--- src/rtl/ipcmb_pkg.sv ---
package ipcmb_pkg;
  localparam int NUM_CH    = 4;
  localparam int REG_W     = 32;
  localparam int WORD_TX0  = 0;
  localparam int WORD_RX0  = 4;
  localparam int WORD_STAT = 8;
  localparam int WORD_CTRL = 9;
  localparam int GP_LSB    = 28;
  localparam int RF_LSB    = 24;
  localparam int TE_LSB    = 20;
  localparam int RING_LSB  = 16;
  localparam int RST_REQ_BIT  = 5;
  localparam int RST_BUSY_BIT = 7;

  typedef struct packed {
    logic [NUM_CH-1:0] gp_en;
    logic [NUM_CH-1:0] rx_en;
    logic [NUM_CH-1:0] tx_en;
  } ctrl_t;
endpackage

--- src/rtl/ipcmb_reset_ctl.sv ---
module ipcmb_reset_ctl #(
  parameter int RST_CYCLES = 4
) (
  input  logic clk,
  input  logic rst_n,
  input  logic req_a,
  input  logic req_b,
  output logic srst_n,
  output logic busy,
  output logic clr
);
  localparam int CNT_W = $clog2(RST_CYCLES + 1);

  logic sync1_q, sync2_q;
  logic [CNT_W-1:0] cnt_q, cnt_d;
  logic req;

  always_ff @(posedge clk or negedge rst_n) begin
    if (!rst_n) begin
      sync1_q <= 1'b0;
      sync2_q <= 1'b0;
    end else begin
      sync1_q <= 1'b1;
      sync2_q <= sync1_q;
    end
  end
  assign srst_n = sync2_q;

  assign req  = req_a | req_b;
  assign busy = (cnt_q != '0);
  assign clr  = req | busy;

  always_comb begin
    cnt_d = cnt_q;
    if (req)       cnt_d = CNT_W'(RST_CYCLES);
    else if (busy) cnt_d = cnt_q - 1'b1;
  end

  always_ff @(posedge clk or negedge srst_n) begin
    if (!srst_n) cnt_q <= '0;
    else         cnt_q <= cnt_d;
  end

  assert_busy_start_R10: assert property (@(posedge clk) disable iff (!srst_n)
    req |=> busy);
  assert_busy_ends_R10: assert property (@(posedge clk) disable iff (!srst_n)
    (busy && !req && cnt_q == CNT_W'(1)) |=> !busy);
endmodule

--- src/rtl/ipcmb_lane.sv ---
module ipcmb_lane
  import ipcmb_pkg::*;
(
  input  logic             clk,
  input  logic             rst_n,
  input  logic             clr,
  input  logic             wr,
  input  logic [REG_W-1:0] wdata,
  input  logic             rd,
  output logic [REG_W-1:0] data,
  output logic             full
);
  logic [REG_W-1:0] data_q, data_d;
  logic full_q, full_d, data_en;

  assign data_en = clr | wr;

  always_comb begin
    data_d = clr ? '0 : wdata;
    if (clr)     full_d = 1'b0;
    else if (wr) full_d = 1'b1;
    else if (rd) full_d = 1'b0;
    else         full_d = full_q;
  end

  always_ff @(posedge clk or negedge rst_n) begin
    if (!rst_n) begin
      data_q <= '0;
      full_q <= 1'b0;
    end else begin
      if (data_en) data_q <= data_d;
      full_q <= full_d;
    end
  end

  assign data = data_q;
  assign full = full_q;

  assert_fill_R4: assert property (@(posedge clk) disable iff (!rst_n)
    (wr && !clr) |=> (full && data == $past(wdata)));
  assert_consume_R5: assert property (@(posedge clk) disable iff (!rst_n)
    (rd && !wr && !clr) |=> !full);
  assert_overwrite_keeps_full_R6: assert property (@(posedge clk) disable iff (!rst_n)
    (full && wr && !clr) |=> full);
endmodule

--- src/rtl/ipcmb_side.sv ---
module ipcmb_side
  import ipcmb_pkg::*;
#(
  parameter int AW = 6
) (
  input  logic                          clk,
  input  logic                          rst_n,
  input  logic                          clr,
  input  logic                          busy,
  input  logic                          wr_en,
  input  logic                          rd_en,
  input  logic [AW-1:0]                 addr,
  input  logic [REG_W-1:0]              wdata,
  output logic [REG_W-1:0]              rdata,
  input  logic [NUM_CH-1:0]             tx_full,
  input  logic [NUM_CH-1:0][REG_W-1:0]  tx_data,
  input  logic [NUM_CH-1:0]             rx_full,
  input  logic [NUM_CH-1:0][REG_W-1:0]  rx_data,
  input  logic [NUM_CH-1:0]             far_ring,
  output logic [NUM_CH-1:0]             tx_wr,
  output logic [NUM_CH-1:0]             rx_rd,
  output logic [NUM_CH-1:0]             ring,
  output logic                          rst_req,
  output logic                          irq_tx,
  output logic                          irq_rx,
  output logic                          irq_gp
);
  localparam int WW = AW - 2;

  logic [WW-1:0] word;
  logic stat_wr, ctrl_wr;
  ctrl_t ctrl_q, ctrl_d;
  logic [NUM_CH-1:0] pend_q, pend_d, pend_clr;
  logic [NUM_CH-1:0] te_f, rf_f;
  logic [REG_W-1:0] stat_val, ctrl_val;

  assign word    = addr[AW-1:2];
  assign stat_wr = wr_en && (word == WW'(WORD_STAT));
  assign ctrl_wr = wr_en && (word == WW'(WORD_CTRL));
  assign rst_req = ctrl_wr && wdata[RST_REQ_BIT];

  // Per-channel strobes; field bit (NUM_CH-1-i) belongs to channel i
  for (genvar i = 0; i < NUM_CH; i++) begin : g_ch
    assign tx_wr[i] = wr_en && (word == WW'(WORD_TX0 + i));
    assign rx_rd[i] = rd_en && (word == WW'(WORD_RX0 + i));
    assign te_f[NUM_CH-1-i] = ~tx_full[i];
    assign rf_f[NUM_CH-1-i] = rx_full[i];
  end

  assign ring     = ctrl_wr ? wdata[RING_LSB +: NUM_CH] : '0;
  assign pend_clr = stat_wr ? wdata[GP_LSB +: NUM_CH] : '0;

  always_comb begin
    ctrl_d = ctrl_q;
    if (clr) ctrl_d = '0;
    else if (ctrl_wr) begin
      ctrl_d.gp_en = wdata[GP_LSB +: NUM_CH];
      ctrl_d.rx_en = wdata[RF_LSB +: NUM_CH];
      ctrl_d.tx_en = wdata[TE_LSB +: NUM_CH];
    end
    // a ring from the far side wins over a same-cycle clear
    pend_d = clr ? '0 : ((pend_q & ~pend_clr) | far_ring);
  end

  always_ff @(posedge clk or negedge rst_n) begin
    if (!rst_n) begin
      ctrl_q <= '0;
      pend_q <= '0;
    end else begin
      ctrl_q <= ctrl_d;
      pend_q <= pend_d;
    end
  end

  always_comb begin
    stat_val = '0;
    stat_val[GP_LSB +: NUM_CH] = pend_q;
    stat_val[RF_LSB +: NUM_CH] = rf_f;
    stat_val[TE_LSB +: NUM_CH] = te_f;
    stat_val[RST_BUSY_BIT]     = busy;
    ctrl_val = '0;
    ctrl_val[GP_LSB +: NUM_CH] = ctrl_q.gp_en;
    ctrl_val[RF_LSB +: NUM_CH] = ctrl_q.rx_en;
    ctrl_val[TE_LSB +: NUM_CH] = ctrl_q.tx_en;
  end

  always_comb begin
    rdata = '0;
    if (word < WW'(WORD_RX0))            rdata = tx_data[word[1:0]];
    else if (word < WW'(WORD_STAT))      rdata = rx_data[word[1:0]];
    else if (word == WW'(WORD_STAT))     rdata = stat_val;
    else if (word == WW'(WORD_CTRL))     rdata = ctrl_val;
  end

  assign irq_tx = |(te_f & ctrl_q.tx_en);
  assign irq_rx = |(rf_f & ctrl_q.rx_en);
  assign irq_gp = |(pend_q & ctrl_q.gp_en);

  assert_ring_sets_pending_R7: assert property (@(posedge clk) disable iff (!rst_n)
    (|far_ring && !clr) |=> ((pend_q & $past(far_ring)) == $past(far_ring)));
  assert_w1c_R8: assert property (@(posedge clk) disable iff (!rst_n)
    (|pend_clr && !clr) |=> ((pend_q & $past(pend_clr) & ~$past(far_ring)) == '0));
  assert_clear_all_R10: assert property (@(posedge clk) disable iff (!rst_n)
    clr |=> (ctrl_q == '0 && pend_q == '0 && !irq_gp));
  assert_ring_reads_zero_R7: assert property (@(posedge clk) disable iff (!rst_n)
    (word == WW'(WORD_CTRL)) |-> (rdata[RING_LSB +: NUM_CH] == '0));
endmodule

--- src/rtl/ipc_mailbox.sv ---
module ipc_mailbox
  import ipcmb_pkg::*;
#(
  parameter int AW         = 6,
  parameter int RST_CYCLES = 4
) (
  input  logic             clk,
  input  logic             rst_n,
  input  logic             a_wr_en,
  input  logic             a_rd_en,
  input  logic [AW-1:0]    a_addr,
  input  logic [REG_W-1:0] a_wdata,
  output logic [REG_W-1:0] a_rdata,
  output logic             a_irq_tx,
  output logic             a_irq_rx,
  output logic             a_irq_gp,
  input  logic             b_wr_en,
  input  logic             b_rd_en,
  input  logic [AW-1:0]    b_addr,
  input  logic [REG_W-1:0] b_wdata,
  output logic [REG_W-1:0] b_rdata,
  output logic             b_irq_tx,
  output logic             b_irq_rx,
  output logic             b_irq_gp
);
  logic srst_n, busy, clr, a_rst_req, b_rst_req;
  logic [NUM_CH-1:0] a_tx_wr, a_rx_rd, b_tx_wr, b_rx_rd, a_ring, b_ring;
  logic [NUM_CH-1:0] ab_full, ba_full;
  logic [NUM_CH-1:0][REG_W-1:0] ab_data, ba_data;

  ipcmb_reset_ctl #(.RST_CYCLES(RST_CYCLES)) u_rst (
    .clk(clk), .rst_n(rst_n), .req_a(a_rst_req), .req_b(b_rst_req),
    .srst_n(srst_n), .busy(busy), .clr(clr));

  for (genvar i = 0; i < NUM_CH; i++) begin : g_lane
    ipcmb_lane u_ab (
      .clk(clk), .rst_n(srst_n), .clr(clr), .wr(a_tx_wr[i]), .wdata(a_wdata),
      .rd(b_rx_rd[i]), .data(ab_data[i]), .full(ab_full[i]));
    ipcmb_lane u_ba (
      .clk(clk), .rst_n(srst_n), .clr(clr), .wr(b_tx_wr[i]), .wdata(b_wdata),
      .rd(a_rx_rd[i]), .data(ba_data[i]), .full(ba_full[i]));
  end

  ipcmb_side #(.AW(AW)) u_side_a (
    .clk(clk), .rst_n(srst_n), .clr(clr), .busy(busy),
    .wr_en(a_wr_en), .rd_en(a_rd_en), .addr(a_addr), .wdata(a_wdata), .rdata(a_rdata),
    .tx_full(ab_full), .tx_data(ab_data), .rx_full(ba_full), .rx_data(ba_data),
    .far_ring(b_ring), .tx_wr(a_tx_wr), .rx_rd(a_rx_rd), .ring(a_ring),
    .rst_req(a_rst_req), .irq_tx(a_irq_tx), .irq_rx(a_irq_rx), .irq_gp(a_irq_gp));

  ipcmb_side #(.AW(AW)) u_side_b (
    .clk(clk), .rst_n(srst_n), .clr(clr), .busy(busy),
    .wr_en(b_wr_en), .rd_en(b_rd_en), .addr(b_addr), .wdata(b_wdata), .rdata(b_rdata),
    .tx_full(ba_full), .tx_data(ba_data), .rx_full(ab_full), .rx_data(ab_data),
    .far_ring(a_ring), .tx_wr(b_tx_wr), .rx_rd(b_rx_rd), .ring(b_ring),
    .rst_req(b_rst_req), .irq_tx(b_irq_tx), .irq_rx(b_irq_rx), .irq_gp(b_irq_gp));
endmodule

--- config.mk ---
export PLATFORM = sky130hd
export DESIGN_NAME = ipc_mailbox
export DESIGN_NICKNAME = d
export VERILOG_FILES = /design/src/rtl/ipcmb_pkg.sv /design/src/rtl/ipcmb_reset_ctl.sv /design/src/rtl/ipcmb_lane.sv /design/src/rtl/ipcmb_side.sv /design/src/rtl/ipc_mailbox.sv
export SDC_FILE = /design/constraint.sdc
export NUM_CORES = 1
export LEC_CHECK = 0
export BUFFER_PORTS_ARGS = -buffer_cell sky130_fd_sc_hd__buf_2
export CAP_MARGIN = 5
export CORE_MARGIN = 3
export CORE_UTILIZATION = 61
export CTS_CLUSTER_DIAMETER = 120
export DETAILED_ROUTE_END_ITERATION = 10
export GPL_ROUTABILITY_DRIVEN = 0
export MAX_ROUTING_LAYER = met4
export PLACE_DENSITY = 0.85
export SLEW_MARGIN = 25
export SYNTH_ARGS = -nofsm -noshare
export SYNTH_HDL_FRONTEND = slang
export SYNTH_HIERARCHICAL = 1
export SYNTH_SLANG_ARGS = --single-unit
--- constraint.sdc ---
create_clock -name clk -period 10.3 [get_ports clk]
set_clock_uncertainty 0.2 [all_clocks]
set_input_delay 2.06 -clock clk [delete_from_list [all_inputs] [get_ports clk]]
set_output_delay 2.06 -clock clk [all_outputs]
set_load 0.01 [all_outputs]
==> results of run 1 <==
==> metrics by stage <==
stage / utilization / setup slack (ps) / total power, mW
after floorplan: - / 1090 / 1.527
after global placement: 0.6443 / 3432 / 1.608
after detailed placement: 0.6453 / 3424 / 1.627
after CTS: 0.6854 / 3428 / 2.822
after global routing: 0.6870 / 3277 / 2.913
final: 0.6871 / 3404 / 2.822
==> sequential cells by signal, summed over array words and instances, names as in the netlist <==
name              cells
u_side_a/ctrl_q      12
u_rst/srst_n          1
u_rst/sync1_q         1
u_side_a/pend_q       4
u_side_b/ctrl_q      12
u_rst/cnt_q           3
g_lane.u_ab/full      4
g_lane.u_ba/data    128
u_side_b/pend_q       4
g_lane.u_ba/full      4
g_lane.u_ab/data    128
==> cell families after synthesis <==
family | after synthesis
compound gates | 183
xor+xnor | 1
fa+ha+maj | 2
buf+inv | 170
flops | 301
mux | 429
other cells | 1
simple gates | 377
==> layout make-up <==
cell class / count / share of cell area
multi-input combinational: 993 / 0.4567
sequential: 301 / 0.4003
timing repair buffer: 172 / 0.05270
clock buffer: 47 / 0.05150
tap: 372 / 0.02472
clock inverter: 12 / 0.006845
inverter: 34 / 0.006778
antenna: 4 / 0.0005316
==> synthesized netlist by cell type (all sizes together) (20+ instances only) <==
master | n | area [sq um]
o22ai | 20 | 125.1
buf | 92 | 927.1
dfrtp | 301 | 7532
nand2 | 23 | 86.33
nor2 | 283 | 1065
a22o | 38 | 332.8
mux4 | 100 | 2278
inv | 34 | 127.6
a221o | 20 | 200.2
mux2 | 32 | 360.4
a21oi | 46 | 230.2
clkbuf | 44 | 165.2
nand3 | 28 | 140.1
o21ai | 28 | 140.1
mux2i | 297 | 2973
==> power by group through the flow <==
stage	clock network (mW)	registers, mW	logic, mW
after floorplan	0	1.25	0.279
after global placement	0	1.24	0.371
after detailed placement	0	1.24	0.389
after CTS	1.21	1.22	0.391
after global routing	1.27	1.22	0.428
final	1.20	1.22	0.401
==> path summary, 6_finish.rpt <==
path,from,end,slack [ps]
worst max register to register,u_rst/cnt_q[0],u_side_a/ctrl_q[11],7370
worst max-delay path,a_addr[2],a_rdata[26],3400
worst min register to register,u_rst/srst_n,g_lane[2].u_ab/data[25],60
worst min-delay path,u_rst/srst_n,g_lane[2].u_ab/data[25],60
min in group clk,u_rst/sync1_q,u_rst/srst_n,150
max in group asynchronous,u_rst/srst_n,u_side_a/ctrl_q[9],7770
==> metal layers <==
metal	up-vias	wire [microns]	global-route usage
li1	5465	-	-
met1	6589	18380	0.4475
met2	971	22420	0.4856
met3	211	5894	0.07536
met4	0	2361	0.1501
met5	-	0	-
==> metrics.md, run 1 <==
| Metric | Value |
|---|---|
| Status | finished, final reports clean |
| Post-synthesis cell type count | 42 |
| Placed Instance Area | 0.01768 sq mm |
| Avg Cell Area, Syn | 11.80 sq um |
| DRT Wirelength | 49060 microns |
| Worst-Margin Slew | 1069 ps |
| Post-synthesis compound-gate area fraction | 0.07404 |
| #FFs+latches synth | 301 |
| Top Family by Delay on Critical Path | buffers and inverters |
| CTS tree | yes |
| Post-layout min period | 6896 ps |
| Crit path depth | 5 |
| Post-Syn Instances | 1464 |
| Setup violators final | 0 |
| Root Driver | clkbuf_16 |
| Pin count of the biggest net entering global routing | 197 |
| Multiplexer area fraction after synthesis | 0.3249 |
| Std-Cell Core Area | 0.02740 sq mm |
| Clock-pin slew on the worst setup and hold paths | 60 ps |
| IO Pins | 152 |
| Die area | 0.03037 sq mm |
| Worst Path Arrival | 4640 ps |
| DRC Markers | 0 |
| Initial antenna violation count | 3 |
| Crit. End Element | output port |
| RSZ-0062 raised after global routing | no |
| Post-CTS Setup Bufs | 0 |
| Simple-Gate Fraction of Synth Area | 0.09208 |
| Area Growth Syn to Fin | 9.020% |
| Vias in the first global route | 13500 |
| Xor/xnor share of the synthesized area | 0.0005071 |
| Seq/Total Area, Yosys | 0.4361 |
| Cell Area, Synth | 0.01727 sq mm |
| Total Nets Final | 1620 |
| GR Overflow Total | 0 |
| Number of buffers added on ports | 147 |
| Synth Area in Adders | 0.001449 |
| Hold Slack | 59.77 ps |
| Critical path class | primary input to output port |
| Seq. cell area | 0.007536 sq mm |
| Max incr delay on CP | 830 ps |
| Startpoint Class | primary input |
| Post-DR vias/cell | 6.840 |
| Initial core utilization | 0.6303 |
| Detailed-route via count | 13240 |
| 1st-iter DRT viols | 2081 |
| Clk buf depth | 3 |
| Pwr dens | 149.9 mW/mm^2 |
| ANT nets after route | 0 |
| Maximum vdd drop | 0.1324 mV |
| CTS H-tree depth | 2 |
| Pins Over Slew Limit | 0 |
| Max-slew headroom | 0.2846 |
| Wirelength per Cell | 25.35 microns |
| MaxCap Viol Count | 0 |
| # rows | 60 |
| Clock Power Share | 0.426 |
| Synth Flop Type | dfrtp_1 |
| Sink Count | 301 |
| Critical-path cell list | buf_6 -> buf_4 -> mux4_2 -> a221o_1 -> buf_2 |
| CTS Hold Buffers Added | 0 |
| Drt first pass iters | 8 |
| Pint | 2.018 mW |
| Seq pwr share | 0.432 |
| Class of the worst hold path | flop to asynchronous set/reset pin |
| Filler cells | 1842 |
| Share of layout cells above drive strength 1 | 0.2393 |
| Layout Cells excl Fill | 1935 |
| R2R depth | 7 |
| Logic pwr share | 0.142 |
| Fmax | 145.0 MHz |
| Post-Syn Nets | 1548 |
| Multi-input gate area | 0.008598 sq mm |
| Post-cts sizing count | 0 |
| Most frequent cells in the layout | dfrtp_1 (300), mux2i_1 (297), nor2_1 (271) |
| Die H | 174.3 microns |
| Critical Path RT | 8040 ps |
| CP max FO | 54 |
| Tcrit/Tclk final | 0.6695 |
| Worst Path Buf+Inv | 3 |
| Ys Warns | 6 |
| Global-route wire length before repair | 77330 microns |
| Post-Layout Inst Area | 0.01883 sq mm |
| Largest family of logic cells by synthesized area | multiplexers |
| Sw frac | 0.2848 |
| Latest clock arrival within the worst-skew pair | 530 ps |
| Num CTS Buffers | 34 |
| Final HPWL DP | 29770 microns |
| Final hold vios | 0 |
| Slowest stage cell, crit path | buf_4 |
| Fraction of registers with async set/reset | 1.000 |
| Leak | 7.728 nW |
| Post-synth EDFFs | 0 |
| Most common cell after layout, fill and taps aside | dfrtp_1 |
| Sum Neg Setup Slack | 0 ps |
| Die W | 174.3 microns |
| Net Sw Power | 0.8038 mW |
| Placed cell count | 1871 |
| Total track usage | 0.3319 |
Note: power is estimated with default switching activity, not from simulation.
==> inputs of run 2 (changes only) <==
==> constraint.sdc (replaced) <==
create_clock -name clk -period 6.6 [get_ports clk]
set_clock_uncertainty 0.2 [all_clocks]
set_input_delay 1.32 -clock clk [delete_from_list [all_inputs] [get_ports clk]]
set_output_delay 1.32 -clock clk [all_outputs]
set_load 0.01 [all_outputs]
==> run 2 against run 1 <==
- critical path depth stayed put
- routed wire length up 0.32%
- clock power is 51% higher
- count of clock-buffer cells in the layout stayed put
- combinational power is 55% higher
==> metrics.md, run 2 (synthesized netlist as in run 1, its figures left out) <==
| Metric | Value |
|---|---|
| Status | finished, final reports clean |
| Critical path class | primary input to output port |
| Std-Cell Core Area | 0.02740 sq mm (unchanged) |
| Die area | 0.03037 sq mm (unchanged) |
| IO Pins | 152 (unchanged) |
| Total track usage | 0.3309 (-0.001044) |
| Maximum vdd drop | 0.2520 mV (+90%) |
| Post-CTS Setup Bufs | 0 (unchanged) |
| Max-slew headroom | 0.2688 (-0.01577) |
| CTS H-tree depth | 2 (unchanged) |
| Final worst setup slack | 1284 ps (-2120 ps) |
| Placed cell count | 1877 (+0.32%) |
| Layout Utilization | 0.6882 (+0.001096) |
| MaxCap Viol Count | 0 (unchanged) |
| Worst-Margin Slew | 1092 ps (+22.66 ps) |
| Sink Count | 301 (unchanged) |
| Drt first pass iters | 5 (-3) |
| Tcrit/Tclk final | 0.8054 |
| 1st-iter DRT viols | 1809 (-13%) |
| Pins Over Slew Limit | 0 (unchanged) |
| Number of buffers added on ports | 147 (unchanged) |
| Sum Neg Setup Slack | 0 ps (unchanged) |
| Layout Cells excl Fill | 1943 (+0.41%) |
| Most frequent cells in the layout | dfrtp_1 (300), mux2i_1 (297), nor2_1 (272) |
| CP max FO | 37 (-31%) |
| Startpoint Class | primary input |
| Post-DR vias/cell | 6.850 (+0.14%) |
| DRT Wirelength | 49210 microns (+0.32%) |
| Critical Path RT | 5080 ps (-2960 ps) |
| CTS tree | yes |
| Pin count of the biggest net entering global routing | 195 (-1.0%) |
| Clock-pin slew on the worst setup and hold paths | 50 ps (about the same) |
| DRC Markers | 0 (unchanged) |
| Die W | 174.3 microns (unchanged) |
| Initial antenna violation count | 7 (+4) |
| Area Growth Syn to Fin | 9.194% |
| Root Driver | clkbuf_16 |
| Initial core utilization | 0.6303 (unchanged) |
| Pwr dens | 230.1 mW/mm^2 (+54%) |
| Latest clock arrival within the worst-skew pair | 520 ps (about the same) |
| CTS Hold Buffers Added | 0 (unchanged) |
| Leak | 7.734 nW (about the same) |
| Setup violators final | 0 (unchanged) |
| Total Nets Final | 1626 (+0.37%) |
| Post-cts sizing count | 0 (unchanged) |
| Detailed-route via count | 13310 (+0.55%) |
| # rows | 60 (unchanged) |
| Wirelength per Cell | 25.33 microns (about the same) |
| Final hold vios | 0 (unchanged) |
| Grt met1 use | 0.4299 (-0.01760) |
| Fmax | 188.1 MHz |
| Global-route wire length before repair | 76760 microns (-0.74%) |
| Most common cell after layout, fill and taps aside | dfrtp_1 |
| Met3 usage | 0.09131 (+0.01595) |
| Crit. End Element | output port |
| Share of layout cells above drive strength 1 | 0.2379 (-0.001404) |
| GR Overflow Total | 0 (unchanged) |
| ANT nets after route | 0 (unchanged) |
| GR peak layer | met2 |
| Vias in the first global route | 13480 (-0.17%) |
| Class of the worst hold path | flop to flop |
| Filler cells | 1846 (+0.22%) |
| Final HPWL DP | 30530 microns (+2.5%) |
| Met2 Resource Use GR | 0.4855 (about the same) |
| RSZ-0062 raised after global routing | no |
| Clk buf depth | 3 (unchanged) |
| Num CTS Buffers | 34 (unchanged) |
| Die H | 174.3 microns (unchanged) |
| Worst Path Arrival | 3800 ps (-840 ps) |
| Post-layout min period | 5316 ps |
| Pre-CTS setup slack | 1527 ps (-1897 ps) |
run 2: critical path, stage by stage:
cell and delay [ps]:
buf_2 690, nand3b_1 780, o22ai_1 680, a221o_1 180
buf_2 120
run 2: layer usage:
| layer | up-vias | part of all wire |
|---|---|---|
| met1 | 6656 | 0.37 |
| li1 | 5455 | - |
| met3 | 219 | 0.12 |
| met2 | 979 | 0.46 |
| met5 | - | 0 |
| met4 | 0 | 0.051 |
run 2: worst paths after layout:
kind | startpoint | to | slack (ps) | cells after the start
hold reg to reg | u_rst/sync1_q | u_rst/srst_n | 150 | 0
hold / removal | u_rst/sync1_q | u_rst/srst_n | 150 | 0
setup / recovery | b_addr[2] | b_rdata[21] | 1280 | 5
setup reg to reg | u_rst/cnt_q[0] | g_lane[2].u_ab/data[15] | 4380 | 6
max in group asynchronous | u_rst/srst_n | g_lane[0].u_ab/data[7] | 4550 | 2
min in group asynchronous | u_rst/srst_n | g_lane[0].u_ba/data[28] | 230 | 0
run 2: per-stage QoR:
step | total power, mW | hold WS, ps | area, sq um
2_1_floorplan | 2.383 | 131.1 | 17270
3_3_place_gp | 2.525 | 135.9 | 17770
3_5_place_dp | 2.539 | 142.0 | 17770
4_1_cts | 4.338 | 154.6 | 18810
5_1_grt | 4.476 | 157.5 | 18860
6_report | 4.340 | 151.8 | 18860
run 2: area by class of cell:
cell class	count	area, sq um	area share
multi-input combinational	993	8596	0.4558
sequential	301	7536	0.3996
timing repair buffer	178	1072	0.05686
clock buffer	47	919.6	0.04877
tap	372	465.4	0.02468
inverter	34	127.6	0.006767
clock inverter	11	123.9	0.006568
antenna	7	17.52	0.0009289
run 2: where the power goes:
part           total [mW]  internal [mW]  switching (mW)
Combinational       0.622          0.167           0.455
Sequential           1.90           1.87          0.0292
Clock                1.81           1.06           0.758
